[src/rtl/irb_pkg.sv]
package irb_pkg;

    typedef enum logic [1:0] {
        TO_OFF   = 2'd0,
        TO_WATCH = 2'd1,
        TO_SPENT = 2'd2
    } idle_state_e;

    typedef enum logic [1:0] {
        TSEL_NONE  = 2'd0,
        TSEL_SHORT = 2'd1,
        TSEL_LONG  = 2'd2,
        TSEL_BAD   = 2'd3
    } tmo_sel_e;

endpackage

[src/rtl/irb_prescale.sv]
module irb_prescale #(
    parameter int DIV = 26
) (
    input  logic clk,
    input  logic rst_n,
    output logic en_o
);
    localparam int W = (DIV > 1) ? $clog2(DIV) : 1;
    localparam logic [W-1:0] LAST = W'(DIV - 1);

    logic [W-1:0] ph_q;

    always_ff @(posedge clk) begin
        if (!rst_n)            ph_q <= '0;
        else if (ph_q == LAST) ph_q <= '0;
        else                   ph_q <= ph_q + 1'b1;
    end

    assign en_o = (ph_q == LAST);

    // enables are never back to back
    p_en_gap_r2: assert property (@(posedge clk) disable iff (!rst_n)
        en_o |=> !en_o);
endmodule

[src/rtl/irb_rate_cnt.sv]
module irb_rate_cnt #(
    parameter int CNT_W = 6,
    parameter int OVS   = 16,
    parameter int DEF_N = 11
) (
    input  logic             clk,
    input  logic             rst_n,
    input  logic             step_i,
    input  logic             wr_i,
    input  logic [CNT_W-1:0] wdata_i,
    output logic             tick_o,
    output logic             bit_o
);
    localparam int OW = $clog2(OVS);
    localparam logic [OW-1:0] OVS_LAST = OW'(OVS - 1);

    logic [CNT_W-1:0] cnt_q;
    logic [CNT_W-1:0] n_q;
    logic [OW-1:0]    ovs_q;

    // Reload value: picked up by the counter only at its next reload
    always_ff @(posedge clk) begin
        if (!rst_n)    n_q <= CNT_W'(DEF_N);
        else if (wr_i) n_q <= wdata_i;
    end

    always_ff @(posedge clk) begin
        if (!rst_n)
            cnt_q <= CNT_W'(DEF_N);
        else if (step_i)
            cnt_q <= (cnt_q == '0) ? n_q : cnt_q - 1'b1;
    end

    always_ff @(posedge clk) begin
        if (!rst_n)
            ovs_q <= '0;
        else if (tick_o)
            ovs_q <= (ovs_q == OVS_LAST) ? '0 : ovs_q + 1'b1;
    end

    assign tick_o = step_i && (cnt_q == '0);
    assign bit_o  = tick_o && (ovs_q == OVS_LAST);

    // counter only moves on a prescaler enable, whatever is written
    p_hold_between_steps_r5: assert property (@(posedge clk) disable iff (!rst_n)
        !step_i |=> $stable(cnt_q));
    // a tick that is not a bit strobe leaves the phase off zero
    p_phase_advance_r4: assert property (@(posedge clk) disable iff (!rst_n)
        (tick_o && !bit_o) |=> (ovs_q != '0));
endmodule

[src/rtl/irb_idle_fsm.sv]
module irb_idle_fsm
    import irb_pkg::*;
#(
    parameter int CHAR_BITS = 10,
    parameter int DEF_SEL   = 2
) (
    input  logic       clk,
    input  logic       rst_n,
    input  logic       mode_i,
    input  logic       wr_i,
    input  logic [1:0] wsel_i,
    input  logic       act_i,
    input  logic       bit_i,
    output logic       tmo_o
);
    localparam int LIM_SHORT = 4 * CHAR_BITS;
    localparam int LIM_LONG  = 8 * CHAR_BITS;
    localparam int IW        = $clog2(LIM_LONG + 1);

    tmo_sel_e    sel_q, eff_sel;
    idle_state_e state_q, state_d;
    logic [IW-1:0] idle_q, idle_d, limit;
    logic        fire_d;

    // Select register: the reserved code is dropped
    always_ff @(posedge clk) begin
        if (!rst_n)
            sel_q <= tmo_sel_e'(DEF_SEL);
        else if (wr_i && (wsel_i != 2'd3))
            sel_q <= tmo_sel_e'(wsel_i);
    end

    assign eff_sel = mode_i ? sel_q : TSEL_NONE;

    always_comb begin
        case (eff_sel)
            TSEL_SHORT: limit = IW'(LIM_SHORT);
            TSEL_LONG:  limit = IW'(LIM_LONG);
            default:    limit = '0;
        endcase
    end

    // Next state and pulse
    always_comb begin
        state_d = state_q;
        idle_d  = idle_q;
        fire_d  = 1'b0;
        unique case (state_q)
            TO_OFF: begin
                if (eff_sel != TSEL_NONE) begin
                    state_d = TO_WATCH;
                    idle_d  = '0;
                end
            end
            TO_WATCH: begin
                if (eff_sel == TSEL_NONE) begin
                    state_d = TO_OFF;
                end else if (act_i) begin
                    idle_d = '0;
                end else if (bit_i) begin
                    if (IW'(idle_q + 1'b1) >= limit) begin
                        fire_d  = 1'b1;
                        state_d = TO_SPENT;
                    end else begin
                        idle_d = idle_q + 1'b1;
                    end
                end
            end
            TO_SPENT: begin
                if (eff_sel == TSEL_NONE) begin
                    state_d = TO_OFF;
                end else if (act_i) begin
                    state_d = TO_WATCH;
                    idle_d  = '0;
                end
            end
            default: state_d = TO_OFF;
        endcase
    end

    // State register
    always_ff @(posedge clk) begin
        if (!rst_n) begin
            state_q <= TO_OFF;
            idle_q  <= '0;
        end else begin
            state_q <= state_d;
            idle_q  <= idle_d;
        end
    end

    // Output register
    always_ff @(posedge clk) begin
        if (!rst_n) tmo_o <= 1'b0;
        else        tmo_o <= fire_d;
    end

    p_sel_legal_r8: assert property (@(posedge clk) disable iff (!rst_n)
        sel_q != TSEL_BAD);
    p_off_quiet_r9: assert property (@(posedge clk) disable iff (!rst_n)
        !mode_i |=> !tmo_o);
    p_single_pulse_r11: assert property (@(posedge clk) disable iff (!rst_n)
        tmo_o |=> !tmo_o);
    p_fire_spent_r11: assert property (@(posedge clk) disable iff (!rst_n)
        tmo_o |-> (state_q == TO_SPENT));
endmodule

[src/rtl/irb_baud_gen.sv]
module irb_baud_gen #(
    parameter int PRE_DIV   = 26,
    parameter int CNT_W     = 6,
    parameter int OVS       = 16,
    parameter int DEF_N     = 11,
    parameter int CHAR_BITS = 10,
    parameter int DEF_SEL   = 2
) (
    input  logic             clk,
    input  logic             rst_n,
    input  logic             async_mode_i,
    input  logic             rate_wr_i,
    input  logic [CNT_W-1:0] rate_val_i,
    input  logic             tmo_wr_i,
    input  logic [1:0]       tmo_sel_i,
    input  logic             rx_activity_i,
    output logic             tick16_o,
    output logic             bit_stb_o,
    output logic             rx_timeout_o
);
    logic pre_en;

    irb_prescale #(.DIV(PRE_DIV)) u_pre (
        .clk  (clk),
        .rst_n(rst_n),
        .en_o (pre_en)
    );

    irb_rate_cnt #(.CNT_W(CNT_W), .OVS(OVS), .DEF_N(DEF_N)) u_rate (
        .clk    (clk),
        .rst_n  (rst_n),
        .step_i (pre_en),
        .wr_i   (rate_wr_i),
        .wdata_i(rate_val_i),
        .tick_o (tick16_o),
        .bit_o  (bit_stb_o)
    );

    irb_idle_fsm #(.CHAR_BITS(CHAR_BITS), .DEF_SEL(DEF_SEL)) u_idle (
        .clk   (clk),
        .rst_n (rst_n),
        .mode_i(async_mode_i),
        .wr_i  (tmo_wr_i),
        .wsel_i(tmo_sel_i),
        .act_i (rx_activity_i),
        .bit_i (bit_stb_o),
        .tmo_o (rx_timeout_o)
    );

    p_tick_on_prescale_r3: assert property (@(posedge clk) disable iff (!rst_n)
        tick16_o |-> pre_en);
    p_tmo_after_strobe_r7: assert property (@(posedge clk) disable iff (!rst_n)
        rx_timeout_o |-> ($past(bit_stb_o) && !$past(rx_activity_i)));
endmodule

[config.mk]
export PLATFORM = sky130hd
export DESIGN_NAME = irb_baud_gen
export DESIGN_NICKNAME = d
export VERILOG_FILES = /design/src/rtl/irb_pkg.sv /design/src/rtl/irb_prescale.sv /design/src/rtl/irb_rate_cnt.sv /design/src/rtl/irb_idle_fsm.sv /design/src/rtl/irb_baud_gen.sv
export SDC_FILE = /design/constraint.sdc
export NUM_CORES = 1
export LEC_CHECK = 0
export CAP_MARGIN = 20
export CORE_AREA = 5 5 81 75
export CTS_CLUSTER_SIZE = 8
export DETAILED_ROUTE_END_ITERATION = 16
export DIE_AREA = 0 0 86 80
export GPL_ROUTABILITY_DRIVEN = 1
export SLEW_MARGIN = 0
export SYNTH_ARGS = -nofsm -noshare
export SYNTH_HDL_FRONTEND = slang
export SYNTH_SLANG_ARGS = --single-unit
[constraint.sdc]
create_clock -name clk -period 3.2 [get_ports clk]
set_input_delay 0.8 -clock clk [delete_from_list [all_inputs] [get_ports clk]]
set_output_delay 0.8 -clock clk [all_outputs]
set_load 0.03 [all_outputs]
* Word level (Yosys, flattened, before mapping)
Index checks and enable logic that the tools add are counted.
** Storage, ports and cells
- Output and inout port bits :: 3
- Register bits :: 33
- Logic and storage cells :: 66
- Input bits :: 14
** Cells by class
- Add/sub/neg operators :: 4
- $lt $le $gt $ge :: 1
- Reduce and logical (&&, ||, !) cells :: 12
- Bitwise operators :: 3
- Eq/ne operators :: 17
- Multiplexer cells :: 21
** Operators by type and width (count)
- 7-bit two-way mux :: 7
- 7-bit one-hot mux with 3 select lines :: 1
- 2-bit two-way mux :: 8
- 7-bit one-hot mux with 2 select lines :: 1
- 3-bit by 2-bit inequality test with 1-bit output (second input constant) :: 3
- 2-bit inequality test (second input constant) :: 4
- 7-bit by 1-bit adder with 7-bit output (second input constant) :: 1
- 7-bit >= comparator :: 1
- 7-bit AND reduction :: 1
- 6-bit logical NOT :: 1
- 6-bit two-way mux :: 1
- 3-bit inequality test (second input constant) :: 2
- 2-bit one-hot mux with 3 select lines :: 1
- 6-bit by 1-bit subtractor with 6-bit output (second input constant) :: 1
- 5-bit by 1-bit adder with 5-bit output (second input constant) :: 1
- 5-bit == test (second input constant) :: 1
- 5-bit AND reduction :: 1
- 5-bit OR reduction :: 1
- 4-bit by 1-bit adder with 4-bit output (second input constant) :: 1
- 2-bit by 1-bit == test with 1-bit output (second input constant) :: 2
- 2-bit == test (second input constant) :: 2
- 4-bit == test (second input constant) :: 1
- 2-bit logical NOT :: 2
- 4-bit two-way mux :: 1
- other kinds (8) :: 12

* Depth between registers and ports, before layout
- Depth in word-level cells :: 9
- Mapped depth :: 9
- Gate-level depth less buffers :: 9

* Cells and area by module
Synthesis repeated with hierarchy kept, for this count alone.
** Second synthesis, totals
- Cell total of the unflattened synthesis :: 201
- Area, all modules :: 1903.1 µm²
** By module, submodules not included
- irb_idle_fsm :: sequential area each 240.2 µm², cells an instance 91, times used 1, area an instance 834.6 µm²
- irb_rate_cnt :: sequential area each 320.3 µm², cells an instance 88, times used 1, area an instance 794.5 µm²
- irb_prescale :: sequential area each 100.1 µm², cells an instance 22, times used 1, area an instance 274.0 µm²

* Worst setup path before layout
Ideal clock, no wire load.
- Path type :: flip-flop to output port
- Start :: register u_rate.cnt_q[0]
- End :: output port bit_stb_o
- Cell stages (with the launch flop) :: 7
- Data arrival time :: 1.773 ns
- Path buffers :: 1
- Setup slack :: 0.627 ns
- Required time :: 2.400 ns
- Cell sequence :: dfxtp_1 inv_1 ha_1 or4b_4 or2_1 buf_6 nor3_4
** Between the ends
- Cells in the longest elaborated chain, start to end :: 3
** RTL lines
- start: declaration :: line irb_rate_cnt.sv:17 : logic [CNT_W-1:0] cnt_q;
- start signal: assignment :: line irb_rate_cnt.sv:29 : cnt_q <= CNT_W'(DEF_N);
- start signal: assignment :: line irb_rate_cnt.sv:31 : cnt_q <= (cnt_q == '0) ? n_q : cnt_q - 1'b1;
- 6-bit logical NOT :: line irb_rate_cnt.sv:41 : assign tick_o = step_i && (cnt_q == '0);
- 1-bit logical AND :: line irb_rate_cnt.sv:41
- 1-bit logical AND :: line irb_rate_cnt.sv:42 : assign bit_o = tick_o && (ovs_q == OVS_LAST);
- end: declaration :: line irb_baud_gen.sv:18 : output logic bit_stb_o,
No other way between the ends.

* Worst setup path after layout
- Start :: register u_rate.cnt_q[0]
- End :: output port tick16_o
** Between the ends
- Cells in the longest elaborated chain, start to end :: 2
** RTL lines
- 6-bit logical NOT :: line irb_rate_cnt.sv:41
- 1-bit logical AND :: line irb_rate_cnt.sv:41
- end: declaration :: line irb_baud_gen.sv:17 : output logic tick16_o,
No other way between the ends.

==> flow_metrics.py <==
metrics = {
    "outcome": {
        "status": "finished clean",
    },
    "yosys": {
        "yosysSeqAreaShare": 0.3829,
        "synthTopCellsByCount": "33 x dfxtp_1, 19 x nand2_1, 14 x mux2i_1",
        "yosysTopAreaCell": "dfxtp_1",
        "ys.flop_type": "dfxtp_1",
        "synth_top_area_frac": 0.3829,
        "ys_types": 44,
        "syn_inst": 192,
        "synth_warnings": 0,
        "async_flop_share": 0,
        "syn-cell-area_mm2": 0.001725,
        "synth-seq-cells": 33,
        "synthesis.nets": 216,
        "synthTopCellsByArea": "dfxtp_1 38%, mux2i_1 8.1%, ha_1 7.3%, nand2_1 4.1%, nor2b_1 3.3%",
        "yosysMostFrequentCell": "dfxtp_1",
        "synth_edf_count": 0,
        "syn_area_per_cell_um2": 8.986,
    },
    "grt": {
        "grtUsageTotal": 0.1115,
        "antenna_found_initial": 0,
        "grt_pass1_vias": 1311,
        "grt_first_pass_wirelength_um": 6099,
        "grt_max_degree": 27,
        "overflow": 0,
    },
    "clock_tree": {
        "clk_latency_ps": 280,
        "cts.htree.levels": 2,
        "ctsHoldBuffers": 0,
        "cts_buffer_depth": 2,
        "cts_sinks": 33,
        "cts_root_buffer": "clkbuf_8",
        "cts_setup_buffers": 0,
        "clk_pin_slew_ps": 70,
        "cts_made_buffers": 5,
        "cts_tree": "yes",
        "cts_resized": 0,
    },
    "layout": {
        "nFillCells": 533,
        "layoutNonFillerInstCount": 283,
        "diodes": 0,
        "area_growth_pct": 20.23,
        "final_net_count": 240,
        "stdcell_area_mm2": 0.002074,
        "drive_above_1_share": 0.09722,
    },
    "flow_run": {
        "drv_cap": 0,
    },
    "floorplan": {
        "die_h_um": 80,
        "initial_utilization": 0.3343,
        "placementRows": 25,
        "core-area_mm2": 0.005161,
        "fp.dieArea_mm2": 0.006880,
        "ios": 17,
        "die_w_um": 86,
    },
    "critical_path": {
        "crit_path_end_kind": "primary output",
        "slowest_stage": "clkdlybuf4s50_1",
        "cp_max_fo": 5,
        "cp_data_required_time_ps": 2400,
        "crit_type": "register to primary output",
        "worstPathArrival_ps": 2270,
        "cp-start-kind": "register",
        "crit_family": "buffers and inverters",
        "worstPathCellList": "inv_1, ha_1, or4b_4, nor3_2, clkdlybuf4s50_1",
        "crit_buf_inv": 2,
        "slowest_delay_ps": 710,
    },
    "routing": {
        "dr.first_iter.drc_count": 59,
        "antenna_left": 0,
        "routed_wirelength_um": 3421,
        "viasPerCell": 4.852,
        "via_count": 1373,
        "avgRoutedWirePerCell_um": 12.09,
        "drc": 0,
        "first_pass_iters": 4,
    },
    "timing": {
        "slew_headroom": 0.6837,
        "setup_viol_count_final": 0,
        "final.setup.tns_ps": 0,
        "tightest_slew_ps": 469.5,
        "period_needed_ps": 3074,
        "drv_slew": 0,
        "max_freq_mhz": 325.3,
        "fin_crit_sh": 0.9606,
        "hold_viol": 0,
        "fin_skew_ps": 5.184,
        "rsz0062_at_grt": "false",
    },
    "pwr": {
        "leakage_nw": 0.8415,
        "p_per_area_mw_per_mm2": 393.2,
        "irDropWorstVdd_mv": 0.1518,
    },
    "placed_design": {
        "dp_hpwl_um": 2485,
        "place.gp.congestion": 0.7655,
        "placed_cell_area_mm2": 0.001988,
        "dpl.cell_count": 276,
        "port_buffers": 16,
    },
    "worst_hold_path": {
        "hold_class": "register to register",
    },
}
[metrics by stage]
stage               total power [W]  setup WS, ps  hold WS [ps]    util
floorplan                 0.0004741         627.3         433.7       -
global placement          0.0005056         161.7         448.8  0.3852
detailed placement        0.0005065         113.0         463.9  0.3852
CTS                       0.0008272         101.1         478.0  0.4019
global route              0.0008484         24.76         493.5  0.4019
finish                    0.0008156         126.1         468.9  0.4019
[layer usage]
metal | up-vias | GRT usage | wire length, µm
met5 | - | 0 | 0
met4 | 0 | 0.06171 | 74
met1 | 618 | 0.1511 | 1770
met2 | 24 | 0.1587 | 1450
li1 | 724 | - | -
met3 | 7 | 0.02890 | 126
[layout by cell type, fill, tap and decap left out, types with 5 or more instances in the layout]
master,n
ha_1,10
mux2i_1,14
inv_1,12
clkbuf_8,6
dfxtp_1,33
nor2b_1,9
clkdlybuf4s50_1,15
nand2_1,19
buf_4,8
nor2_1,10
o21ai_0,11
xnor2_1,5
nand3_1,9
[path summary, 6_finish.rpt]
check / slack [ps] / start / to / depth (start not counted)
max: 130 / u_rate.cnt_q[0] / tick16_o / 5
min: 470 / u_pre.ph_q[0] / u_pre.ph_q[0] / 1
max reg2reg: 690 / u_idle.idle_q[0] / u_idle.state_q[0] / 10
min reg2reg: 470 / u_pre.ph_q[0] / u_pre.ph_q[0] / 1
[cells by family (layout without fill, tap and decap cells)]
| family | count (synthesis) | after routing | synth area share |
|---|---|---|---|
| xor+xnor | 9 | 9 | 0.04568 |
| mux | 14 | 14 | 0.08122 |
| simple gates | 78 | 78 | 0.2560 |
| buf+inv | 18 | 42 | 0.04423 |
| compound gates | 30 | 30 | 0.1175 |
| flops | 33 | 33 | 0.3829 |
| fa+ha+maj | 10 | 10 | 0.07252 |
[state kept, by name (all words and copies together) (netlist names)]
signal	cells
u_idle.idle_q	7
u_idle.sel_q	2
u_idle.state_q	2
u_idle.tmo_o	1
u_pre.ph_q	5
u_rate.cnt_q	6
u_rate.n_q	6
u_rate.ovs_q	4
[layout make-up]
| cell class | count | area (µm²) | share of cell area |
|---|---|---|---|
| tap | 67 | 83.83 | 0.04041 |
| timing repair buffer | 23 | 210.2 | 0.1013 |
| clock buffer | 7 | 86.33 | 0.04162 |
| inverter | 12 | 45.04 | 0.02171 |
| multi-input combinational | 141 | 988.4 | 0.4765 |
| sequential | 33 | 660.6 | 0.3185 |
[power breakdown]
part	internal (W)	total [W]	switching, W
combinational	0.0000377	0.0000680	0.0000303
clock	0.000171	0.000319	0.000148
sequential	0.000421	0.000429	0.00000810
total	0.000629	0.000816	0.000187
Note: power is estimated with default switching activity, not from simulation.
